`src/rtl/dl_pkg.sv`:
```
package dl_pkg;
  localparam int DL_BYTE_W = 8;
  localparam int DL_GROUP  = 4;
  localparam int DL_WORD_W = DL_BYTE_W * (DL_GROUP - 1);
  localparam int DL_CNT_W  = $clog2(DL_GROUP);
endpackage

```
`src/rtl/dl_rr_arbiter.sv`:
```
module dl_rr_arbiter #(
  parameter int N = 3
) (
  input  logic         clk,
  input  logic         rst_n,
  input  logic [N-1:0] req,
  output logic [N-1:0] gnt
);
  localparam int IW = (N > 1) ? $clog2(N) : 1;

  logic [IW-1:0] last_q;
  logic [IW-1:0] gnt_idx;
  logic          found;
  int            idx;

  always_comb begin
    gnt     = '0;
    gnt_idx = '0;
    found   = 1'b0;
    idx     = 0;
    for (int k = 1; k <= N; k++) begin
      idx = (int'(last_q) + k) % N;
      if (!found && req[idx]) begin
        gnt[idx] = 1'b1;
        gnt_idx  = IW'(idx);
        found    = 1'b1;
      end
    end
  end

  always_ff @(posedge clk) begin
    if (!rst_n) last_q <= IW'(N - 1);
    else if (found) last_q <= gnt_idx;
  end

  assert_onehot_gnt_R6: assert property (@(posedge clk) disable iff (!rst_n)
    $onehot0(gnt));
  assert_gnt_has_req_R6: assert property (@(posedge clk) disable iff (!rst_n)
    (gnt & ~req) == '0);
endmodule

```
`src/rtl/dl_ep_packer.sv`:
```
module dl_ep_packer
  import dl_pkg::*;
#(
  parameter int ADDR_W = 16
) (
  input  logic                 clk,
  input  logic                 rst_n,
  input  logic                 clr_i,
  input  logic [ADDR_W-1:0]    base_i,
  input  logic                 byte_valid,
  input  logic [DL_BYTE_W-1:0] byte_data,
  output logic                 byte_ready,
  output logic                 word_valid,
  output logic [DL_WORD_W-1:0] word_data,
  output logic [ADDR_W-1:0]    word_addr,
  input  logic                 grant_i,
  output logic                 err_o
);
  logic [ADDR_W-1:0]    base_q, off_q;
  logic [DL_CNT_W-1:0]  cnt_q;
  logic [DL_WORD_W-1:0] sh_q, word_q;
  logic                 valid_q, err_q;

  assign byte_ready = !valid_q && !clr_i;
  assign word_valid = valid_q;
  assign word_data  = word_q;
  assign word_addr  = base_q + off_q;
  assign err_o      = err_q;

  always_ff @(posedge clk) begin
    if (!rst_n) begin
      base_q  <= '0;
      off_q   <= '0;
      cnt_q   <= '0;
      sh_q    <= '0;
      word_q  <= '0;
      valid_q <= 1'b0;
      err_q   <= 1'b0;
    end else if (clr_i) begin
      base_q  <= base_i;
      off_q   <= '0;
      cnt_q   <= '0;
      valid_q <= 1'b0;
    end else begin
      if (grant_i) begin
        valid_q <= 1'b0;
        off_q   <= off_q + 1'b1;
      end
      if (byte_valid && byte_ready) begin
        if (cnt_q == DL_CNT_W'(DL_GROUP - 1)) begin
          word_q  <= sh_q;
          valid_q <= 1'b1;
          cnt_q   <= '0;
          if (byte_data != '0) err_q <= 1'b1;
        end else begin
          sh_q  <= {sh_q[DL_WORD_W-DL_BYTE_W-1:0], byte_data};
          cnt_q <= cnt_q + 1'b1;
        end
      end
    end
  end

  assert_err_sticky_R8: assert property (@(posedge clk) disable iff (!rst_n)
    err_q |=> err_q);
  assert_ptr_step_R4: assert property (@(posedge clk) disable iff (!rst_n)
    (grant_i && !clr_i) |=> (off_q == $past(off_q) + 1'b1));
  assert_word_held_R7: assert property (@(posedge clk) disable iff (!rst_n)
    (valid_q && !grant_i && !clr_i) |=> (valid_q && $stable(word_q) && !byte_ready));
endmodule

```
`src/rtl/dl_packer_top.sv`:
```
module dl_packer_top
  import dl_pkg::*;
#(
  parameter int NUM_EP = 3,
  parameter int ADDR_W = 16,
  localparam int EP_W  = (NUM_EP > 1) ? $clog2(NUM_EP) : 1
) (
  input  logic                        clk,
  input  logic                        rst_n,
  input  logic                        cfg_we,
  input  logic [EP_W-1:0]             cfg_ep,
  input  logic [ADDR_W-1:0]           cfg_base,
  input  logic [NUM_EP-1:0]           s_valid,
  input  logic [NUM_EP*DL_BYTE_W-1:0] s_data,
  output logic [NUM_EP-1:0]           s_ready,
  output logic                        mem_we,
  output logic [ADDR_W-1:0]           mem_addr,
  output logic [DL_WORD_W-1:0]        mem_wdata,
  output logic [NUM_EP-1:0]           lsb_err
);
  logic [NUM_EP-1:0]    req, gnt;
  logic [ADDR_W-1:0]    ep_addr [NUM_EP];
  logic [DL_WORD_W-1:0] ep_word [NUM_EP];

  for (genvar i = 0; i < NUM_EP; i++) begin : g_ep
    logic clr;
    assign clr = cfg_we && (cfg_ep == EP_W'(i));
    dl_ep_packer #(.ADDR_W(ADDR_W)) u_pk (
      .clk        (clk),
      .rst_n      (rst_n),
      .clr_i      (clr),
      .base_i     (cfg_base),
      .byte_valid (s_valid[i]),
      .byte_data  (s_data[i*DL_BYTE_W +: DL_BYTE_W]),
      .byte_ready (s_ready[i]),
      .word_valid (req[i]),
      .word_data  (ep_word[i]),
      .word_addr  (ep_addr[i]),
      .grant_i    (gnt[i]),
      .err_o      (lsb_err[i])
    );
  end

  dl_rr_arbiter #(.N(NUM_EP)) u_arb (
    .clk   (clk),
    .rst_n (rst_n),
    .req   (req),
    .gnt   (gnt)
  );

  always_comb begin
    mem_we    = |gnt;
    mem_addr  = '0;
    mem_wdata = '0;
    for (int i = 0; i < NUM_EP; i++) begin
      if (gnt[i]) begin
        mem_addr  = mem_addr  | ep_addr[i];
        mem_wdata = mem_wdata | ep_word[i];
      end
    end
  end

  assert_pending_served_R6: assert property (@(posedge clk) disable iff (!rst_n)
    (|req) |-> mem_we);
endmodule

```
`config.mk`:
```
export PLATFORM = sky130hd
export DESIGN_NAME = dl_packer_top
export DESIGN_NICKNAME = d
export VERILOG_FILES = /design/src/rtl/dl_pkg.sv /design/src/rtl/dl_rr_arbiter.sv /design/src/rtl/dl_ep_packer.sv /design/src/rtl/dl_packer_top.sv
export SDC_FILE = /design/constraint.sdc
export NUM_CORES = 1
export LEC_CHECK = 0
export CAP_MARGIN = 20
export CORE_ASPECT_RATIO = 1.5
export CORE_MARGIN = 4
export CORE_UTILIZATION = 45
export DETAILED_ROUTE_END_ITERATION = 6
export DONT_BUFFER_PORTS = 1
export GPL_TIMING_DRIVEN = 0
export MAX_ROUTING_LAYER = met4
export PLACE_DENSITY = 0.67
export SLEW_MARGIN = 20
export SYNTH_ARGS = -nofsm -noshare
export SYNTH_HDL_FRONTEND = slang
export SYNTH_SLANG_ARGS = --single-unit
```
`constraint.sdc`:
```
create_clock -name clk -period 2.2 [get_ports clk]
set_clock_uncertainty 0.05 [all_clocks]
set_input_delay 0 -clock clk [delete_from_list [all_inputs] [get_ports clk]]
set_output_delay 0 -clock clk [all_outputs]
set_load 0.01 [all_outputs]
```
==> flow_metrics.env, run 1 <==
export IMPL_status="complete, but fails checks"
export IMPL_violations="negative setup slack"
export IMPL_cts_root_buf="clkbuf_16"
export IMPL_dieArea_um2=32200
export IMPL_place_hpwl_um=31500
export IMPL_die_w_um=148
export IMPL_synth_area_per_cell_um2=8.09
export IMPL_htree_levels=1
export IMPL_cp_startpoint="u_arb.last_q[0]"
export IMPL_synth_top_area_cell="dfxtp_1"
export IMPL_worst_path_max_delay_cell="a222oi_1"
export IMPL_synth_edf_count=0
export IMPL_cts_num_sinks=254
export IMPL_rsz0062_at_grt="true"
export IMPL_path_clk_slew_ps=70
export IMPL_drt_pass1_iterations=7
export IMPL_holdWs_ps=31.7
export IMPL_port_buffers=0
export IMPL_ys_top_cells_by_area="dfxtp_1, nand2_1, a21boi_0"
export IMPL_synthCells=1631
export IMPL_top_usage_layer="met2"
export IMPL_met1_usage=0.297
export IMPL_critPathBufInv=6
export IMPL_finalWorstSetupSlack_ps=-1120
export IMPL_numCtsBuffers=26
export IMPL_wl_um=45400
export IMPL_grt_overflow_total=0
export IMPL_finalSetupTns_ps=-53500
export IMPL_viasPerCell=5.78
export IMPL_ant_nets=0
export IMPL_cp_start_kind="flip-flop"
export IMPL_crit_path_end_kind="output port"
export IMPL_setup_violations=92
export IMPL_fin_area_um2=17200
export IMPL_grt_use_met3=0.0391
export IMPL_syn_area_um2=13200
export IMPL_min_from="cfg_we"
export IMPL_layout_common_cells="nand2_1, dfxtp_1, a21boi_0"
export IMPL_path_max_fanout=11
export IMPL_wire_per_inst_um=20.6
export IMPL_syn_nets=1737
export IMPL_io_pins=95
export IMPL_max_stage_delay_ps=580
export IMPL_timing_rr_start="u_arb.last_q[0]"
export IMPL_cellLeakagePower_uw=0.00620
export IMPL_num_rows=76
export IMPL_cts_buffer_depth=3
export IMPL_synth_flop_cell="dfxtp_1"
export IMPL_gp_congestion=0.974
export IMPL_post_route_min_period_ps=3320
export IMPL_nFillCells=2484
export IMPL_yosysSeqAreaShare=0.385
export IMPL_ys_types=72
export IMPL_use_met2=0.479
export IMPL_power_uw=10700
export IMPL_grt_usage=0.277
export IMPL_slew_violations=0
export IMPL_layout_commonest_cell="nand2_1"
export IMPL_clkLatencyLatePin_ps=550
export IMPL_finalNetCount=1895
export IMPL_fp_coreArea_um2=28800
export IMPL_finalHoldViolCount=0
export IMPL_criticalPathCategory="flip-flop to output port"
export IMPL_maxSlewHeadroom=0.443
export IMPL_first_global_vias=12600
export IMPL_post_route_period_util=1.51
export IMPL_cts_tree="done"
export IMPL_synth_warnings=0
export IMPL_fmax_mhz=301
export IMPL_grt_max_degree=16
export IMPL_required_ps=2150
export IMPL_cp_arrival_ps=3270
export IMPL_power_density_nw_per_um2=623
export IMPL_cp_cell_sequence="inv_4 -> ha_4 -> buf_8 -> nor2_1 -> o21ai_4 -> buf_12 -> o21a_1 -> buf_8 -> buf_8 -> a222oi_1 -> inv_1"
export IMPL_peakVddDrop_mv=0.566
export IMPL_antenna_found_initial=1
export IMPL_worst_pin_slew_ps=836
export IMPL_cp_top_family="compound AO/OA/AOI/OAI gates"
export IMPL_post_synth_top_area_fraction=0.385
export IMPL_place_area_um2=13700
export IMPL_drt_initial_drc_count=981
export IMPL_async_reset_ff_frac=0
export IMPL_crit_path_frequent_cell="buf_8"
export IMPL_syn_to_final_growth_pct=30.4
export IMPL_drive_above_1_share=0.176
export IMPL_ys_ff_latch=254
export IMPL_grt_pass1_wl_um=68400
export IMPL_die_h_um=218
export IMPL_hold_class="input pin to flip-flop"
export IMPL_maxCapViolCount=0
export IMPL_num_vias=12700
export IMPL_drc=0
export IMPL_initial_core_util=0.458
[stage by stage]
| step | setup WS, ps | std cells | utilization |
|---|---|---|---|
| after CTS | -930 | 2180 | 0.581 |
| after detailed placement | -725 | 2021 | 0.477 |
| after global placement | -689 | 2021 | 0.477 |
| after floorplan | -22.7 | 1631 | - |
| after global routing | -1120 | 2200 | 0.597 |
| final | -1120 | 2201 | 0.597 |
[registers in the layout, summed over array words and instances, names as in the netlist]
| register | flops |
|---|---|
| g_ep.u_pk.sh_q | 72 |
| g_ep.u_pk.word_data | 72 |
| g_ep.u_pk.base_q | 48 |
| g_ep.u_pk.off_q | 48 |
| g_ep.u_pk.cnt_q | 6 |
| g_ep.u_pk.err_o | 3 |
| g_ep.u_pk.word_valid | 3 |
| u_arb.last_q | 2 |
[worst reg2reg max path, delay by kind of cell, from the launching register on]
| kind | cells | cell delay (ps) |
|---|---|---|
| AO/OA/AOI/OAI | 4 | 740 |
| AND/OR/NAND/NOR | 2 | 720 |
| buffers and inverters | 5 | 640 |
| adder cells (fa/ha/maj) | 1 | 160 |
| flip-flops | 1 | 400 |
[timing repair]
action                     4_1_cts  5_1_grt
hold endpoints to repair        99        0
gates resized for setup        196      104
hold buffers                    64        0
gates cloned                     3        0
setup endpoints to repair       93      168
buffers inserted                48       28
pin swaps                       73       65
[per-layer routing]
metal / vias to the layer above / routed length [um] / share of wire
met5: - / 0 / 0
met4: 0 / 3470 / 0.077
met3: 156 / 2540 / 0.056
met2: 477 / 22500 / 0.50
met1: 6058 / 16800 / 0.37
li1: 6029 / - / -
[cells in the mapped netlist, types with 9 or more instances]
master and instances:
nand2_1 454, dfxtp_1 254, a21boi_0 192, a21oi_1 76, clkbuf_1 75, nor2_1 62, ha_1 55, inv_1 45
o21ai_0 40, xnor2_1 38, nand3_1 28, a222oi_1 25, xor2_1 19, and3_1 15, a211oi_1 12, buf_2 12
a21o_1 11, and2_1 11, or3_1 11, o21a_1 10, o221ai_1 10, a31oi_1 9, buf_6 9, o31ai_1 9
or4_1 9
[kinds of logic (layout without fill, tap and decap cells)]
logic type,Yosys count,in the layout,synth area share
AO/OA/AOI/OAI,459,460,0.255
other,0,2,0
flip-flops,254,254,0.385
multiplexers,3,3,0.00228
buffers and inverters,149,326,0.0506
adder cells (fa/ha/maj),58,58,0.0567
AND/OR/NAND/NOR,651,651,0.212
XOR/XNOR,57,57,0.0378
[report_power, final]
part / switching, uW / leakage (uW) / total, uW / internal [uW]
combinational: 569 / 0.00367 / 1020 / 452
clock: 1950 / 0.000471 / 4940 / 2990
sequential: 79.5 / 0.00206 / 4770 / 4690
[path summary, 6_finish.rpt]
path	endpoint	slack [ps]	cells after the start
setup / recovery	mem_addr[0]	-1120	11
hold / removal	g_ep[2].u_pk.base_q[5]	30	4
setup reg to reg	g_ep[0].u_pk.off_q[11]	-580	12
hold reg to reg	g_ep[0].u_pk.sh_q[19]	420	2
[cell type report]
type / count / area, um2 / share of cell area
antenna: 2 / 5.00 / 0.000291
buffer: 98 / 649 / 0.0377
clock buffer: 30 / 697 / 0.0405
clock inverter: 18 / 258 / 0.0150
inverter: 45 / 174 / 0.0101
multi-input combinational: 1229 / 8410 / 0.489
sequential: 254 / 5110 / 0.297
tap: 390 / 488 / 0.0283
timing repair buffer: 135 / 1420 / 0.0826
Power figures use the tool's default switching activity.
==> run 2: changes to the inputs <==
--- a/config.mk
+++ b/config.mk
@@ -8,13 +8,14 @@
 export CAP_MARGIN = 20
 export CORE_ASPECT_RATIO = 1.5
 export CORE_MARGIN = 4
-export CORE_UTILIZATION = 45
+export CORE_UTILIZATION = 51
 export DETAILED_ROUTE_END_ITERATION = 6
 export DONT_BUFFER_PORTS = 1
 export GPL_TIMING_DRIVEN = 0
 export MAX_ROUTING_LAYER = met4
-export PLACE_DENSITY = 0.67
+export PLACE_DENSITY = 0.74
 export SLEW_MARGIN = 20
 export SYNTH_ARGS = -nofsm -noshare
 export SYNTH_HDL_FRONTEND = slang
+export SYNTH_HIERARCHICAL = 1
 export SYNTH_SLANG_ARGS = --single-unit
==> flow_metrics.env, run 2 <==
export IMPL_rr_worst_depth=11
export IMPL_hold_class="input pin to flip-flop"
export IMPL_setup_violations=90
export IMPL_post_layout_nonfiller_instances=2019
export IMPL_cts_tree="done"
export IMPL_num_rows=71
export IMPL_ys_top_cells_by_area="dfxtp_1, nand2_1, a21boi_0"
export IMPL_cp_start_kind="flip-flop"
export IMPL_finalHoldViolCount=0
export IMPL_status="complete, but fails checks"
export IMPL_drt_initial_drc_count=892
export IMPL_rr_endpoint="g_ep[2].u_pk/off_q[15]"
export IMPL_port_buffers=0
export IMPL_finalWorstSetupSlack_ps=-883
export IMPL_finalNetCount=1785
export IMPL_fp_coreArea_um2=25100
export IMPL_htree_levels=1
export IMPL_peakVddDrop_mv=0.727
export IMPL_post_route_min_period_ps=3080
export IMPL_place_hpwl_um=26700
export IMPL_die_h_um=204
export IMPL_required_ps=2150
export IMPL_cp_arrival_ps=3030
export IMPL_die_w_um=138
export IMPL_ys_types=64
export IMPL_wl_um=39500
export IMPL_gp_congestion=0.954
export IMPL_syn_nets=1643
export IMPL_viasPerCell=5.91
export IMPL_synth_edf_count=0
export IMPL_path_max_fanout=10
export IMPL_post_synth_top_area_fraction=0.391
export IMPL_first_global_vias=11600
export IMPL_wire_per_inst_um=19.6
export IMPL_r2r_slack_ps=-830
export IMPL_criticalPathCategory="flip-flop to output port"
export IMPL_antenna_found_initial=1
export IMPL_place_inst=1865
export IMPL_cp_cell_sequence="inv_4 -> ha_4 -> buf_6 -> o31ai_4 -> mux2i_1 -> mux2_4 -> buf_12 -> buf_2 -> a222oi_1 -> inv_1"
export IMPL_numCtsBuffers=25
export IMPL_rsz0062_at_grt="true"
export IMPL_cellLeakagePower_uw=0.00631
export IMPL_slew_violations=0
export IMPL_min_from="cfg_ep[0]"
export IMPL_synth_common_cells="nand2_1, dfxtp_1, a21boi_0, inv_1, nor2_1"
export IMPL_num_antenna_cells=0
export IMPL_yosysSeqAreaShare=0.391
export IMPL_synth_top_area_cell="dfxtp_1"
export IMPL_num_vias=11900
export IMPL_grt_pass1_wl_um=60400
export IMPL_worst_pin_slew_ps=701
export IMPL_io_pins=95
export IMPL_yosysMostFrequentCell="nand2_1"
export IMPL_power_uw=9630
export IMPL_dieArea_um2=28200
export IMPL_post_route_period_util=1.40
export IMPL_drt_pass1_iterations=7
export IMPL_syn_to_final_growth_pct=26.6
export IMPL_maxSlewHeadroom=0.532
export IMPL_timing_rr_start="u_arb/last_q[0]"
export IMPL_fmax_mhz=324
export IMPL_maxCapViolCount=0
export IMPL_initial_core_util=0.518
export IMPL_async_reset_ff_frac=0
export IMPL_grt_overflow_total=0
export IMPL_worst_path_max_delay_cell="a222oi_1"
export IMPL_cts_num_sinks=254
export IMPL_ant_nets=0
export IMPL_synthCells=1537
export IMPL_nFillCells=1968
export IMPL_drive_above_1_share=0.192
export IMPL_grt_max_degree=15
export IMPL_layout_commonest_cell="nand2_1"
export IMPL_max_stage_delay_ps=570
export IMPL_cts_root_buf="clkbuf_16"
export IMPL_clkLatencyLatePin_ps=540
export IMPL_holdPathStages=4
export IMPL_violations="design-rule violations, negative setup slack"
export IMPL_power_density_nw_per_um2=584
export IMPL_crit_path_end_kind="output port"
export IMPL_synth_flop_cell="dfxtp_1"
export IMPL_layout_common_cells="nand2_1, dfxtp_1, a21boi_0"
export IMPL_ys_ff_latch=254
export IMPL_path_clk_slew_ps=60
export IMPL_grt_usage=0.270
export IMPL_synth_area_per_cell_um2=8.47
export IMPL_cts_buffer_depth=3
export IMPL_syn_area_um2=13000
export IMPL_whs_endpoint="g_ep[1].u_pk/base_q[15]"
export IMPL_synth_warnings=6
export IMPL_drc=22
-- run 2: cell types whose count changed after synthesis, moves of 15 or more --
cell,change
a21boi_0,-56
a21oi_1,-34
a222oi_1,+15
buf_2,+22
clkbuf_1,-27
inv_1,+22
mux2i_1,+51
nand2_1,-127
nor2b_1,+49
xor2_1,+26
-- run 2: logic make-up after synthesis --
family	share of synthesized area
buffers and inverters	0.0485
AND/OR/NAND/NOR	0.217
XOR/XNOR	0.0505
multiplexers	0.0432
flip-flops	0.391
adder cells (fa/ha/maj)	0.0575
AO/OA/AOI/OAI	0.193
-- run 2: final cells by class --
class	count	area, um2	share of cell area
multi-input combinational	1128	8180	0.496
timing repair buffer	126	1290	0.0782
tap	328	410	0.0249
inverter	67	256	0.0156
clock buffer	34	729	0.0443
sequential	254	5140	0.312
buffer	77	422	0.0256
clock inverter	5	60.1	0.00364
-- run 2: power breakdown --
group,total [uW],switching (uW),internal (uW)
combinational,700,403,297
sequential,4750,73.7,4680
clock,4180,1770,2410
total,9630,2240,7390
-- run 2: worst max-delay path: cells and delay by family, from the launching register on --
family / cells / cell delay, ps
buffers and inverters: 5 / 670
AOI/OAI and AO/OA: 2 / 770
DFF: 1 / 380
muxes: 2 / 430
adders and majority gates: 1 / 260
-- run 2: timing repair --
action / 4_1_cts / 5_1_grt
endpoints found under the setup margin: 92 / 94
buffers inserted: 46 / 34
endpoints found under the hold margin: 167 / 0
gates resized for setup: 184 / 103
cloned: 5 / 0
pin swaps: 69 / 61
hold buffers: 49 / 0
-- run 2: metal layers --
layer	track usage	share of wire	up-vias
met4	0.149	0.065	0
met2	0.481	0.51	457
met3	0.0371	0.054	165
met5	-	0	-
li1	-	-	5631
met1	0.289	0.37	5683
-- run 2: per-stage QoR --
step,setup TNS [ps],utilization,instance area (um2),setup slack (ps),hold slack [ps]
2_1_floorplan,-7370,-,13100,-586,38.9
3_3_place_gp,-34960,0.537,13500,-1060,65.6
3_5_place_dp,-38330,0.537,13500,-1140,53.7
4_1_cts,-40170,0.635,16000,-819,62.3
5_1_grt,-55200,0.656,16500,-944,87.4
6_report,-49110,0.656,16500,-883,87.0
-- run 2: worst max path at each step --
stage,from,end,cells past startpoint
after global placement,u_arb/last_q[0],g_ep[1].u_pk/off_q[15],12
after detailed placement,u_arb/last_q[0],g_ep[1].u_pk/off_q[15],12
after CTS,g_ep[1].u_pk/off_q[0],mem_addr[12],9
after global routing,g_ep[0].u_pk/off_q[0],mem_addr[14],9
final,u_arb/last_q[0],mem_addr[4],10
after floorplan,u_arb/last_q[0],g_ep[2].u_pk/off_q[15],12
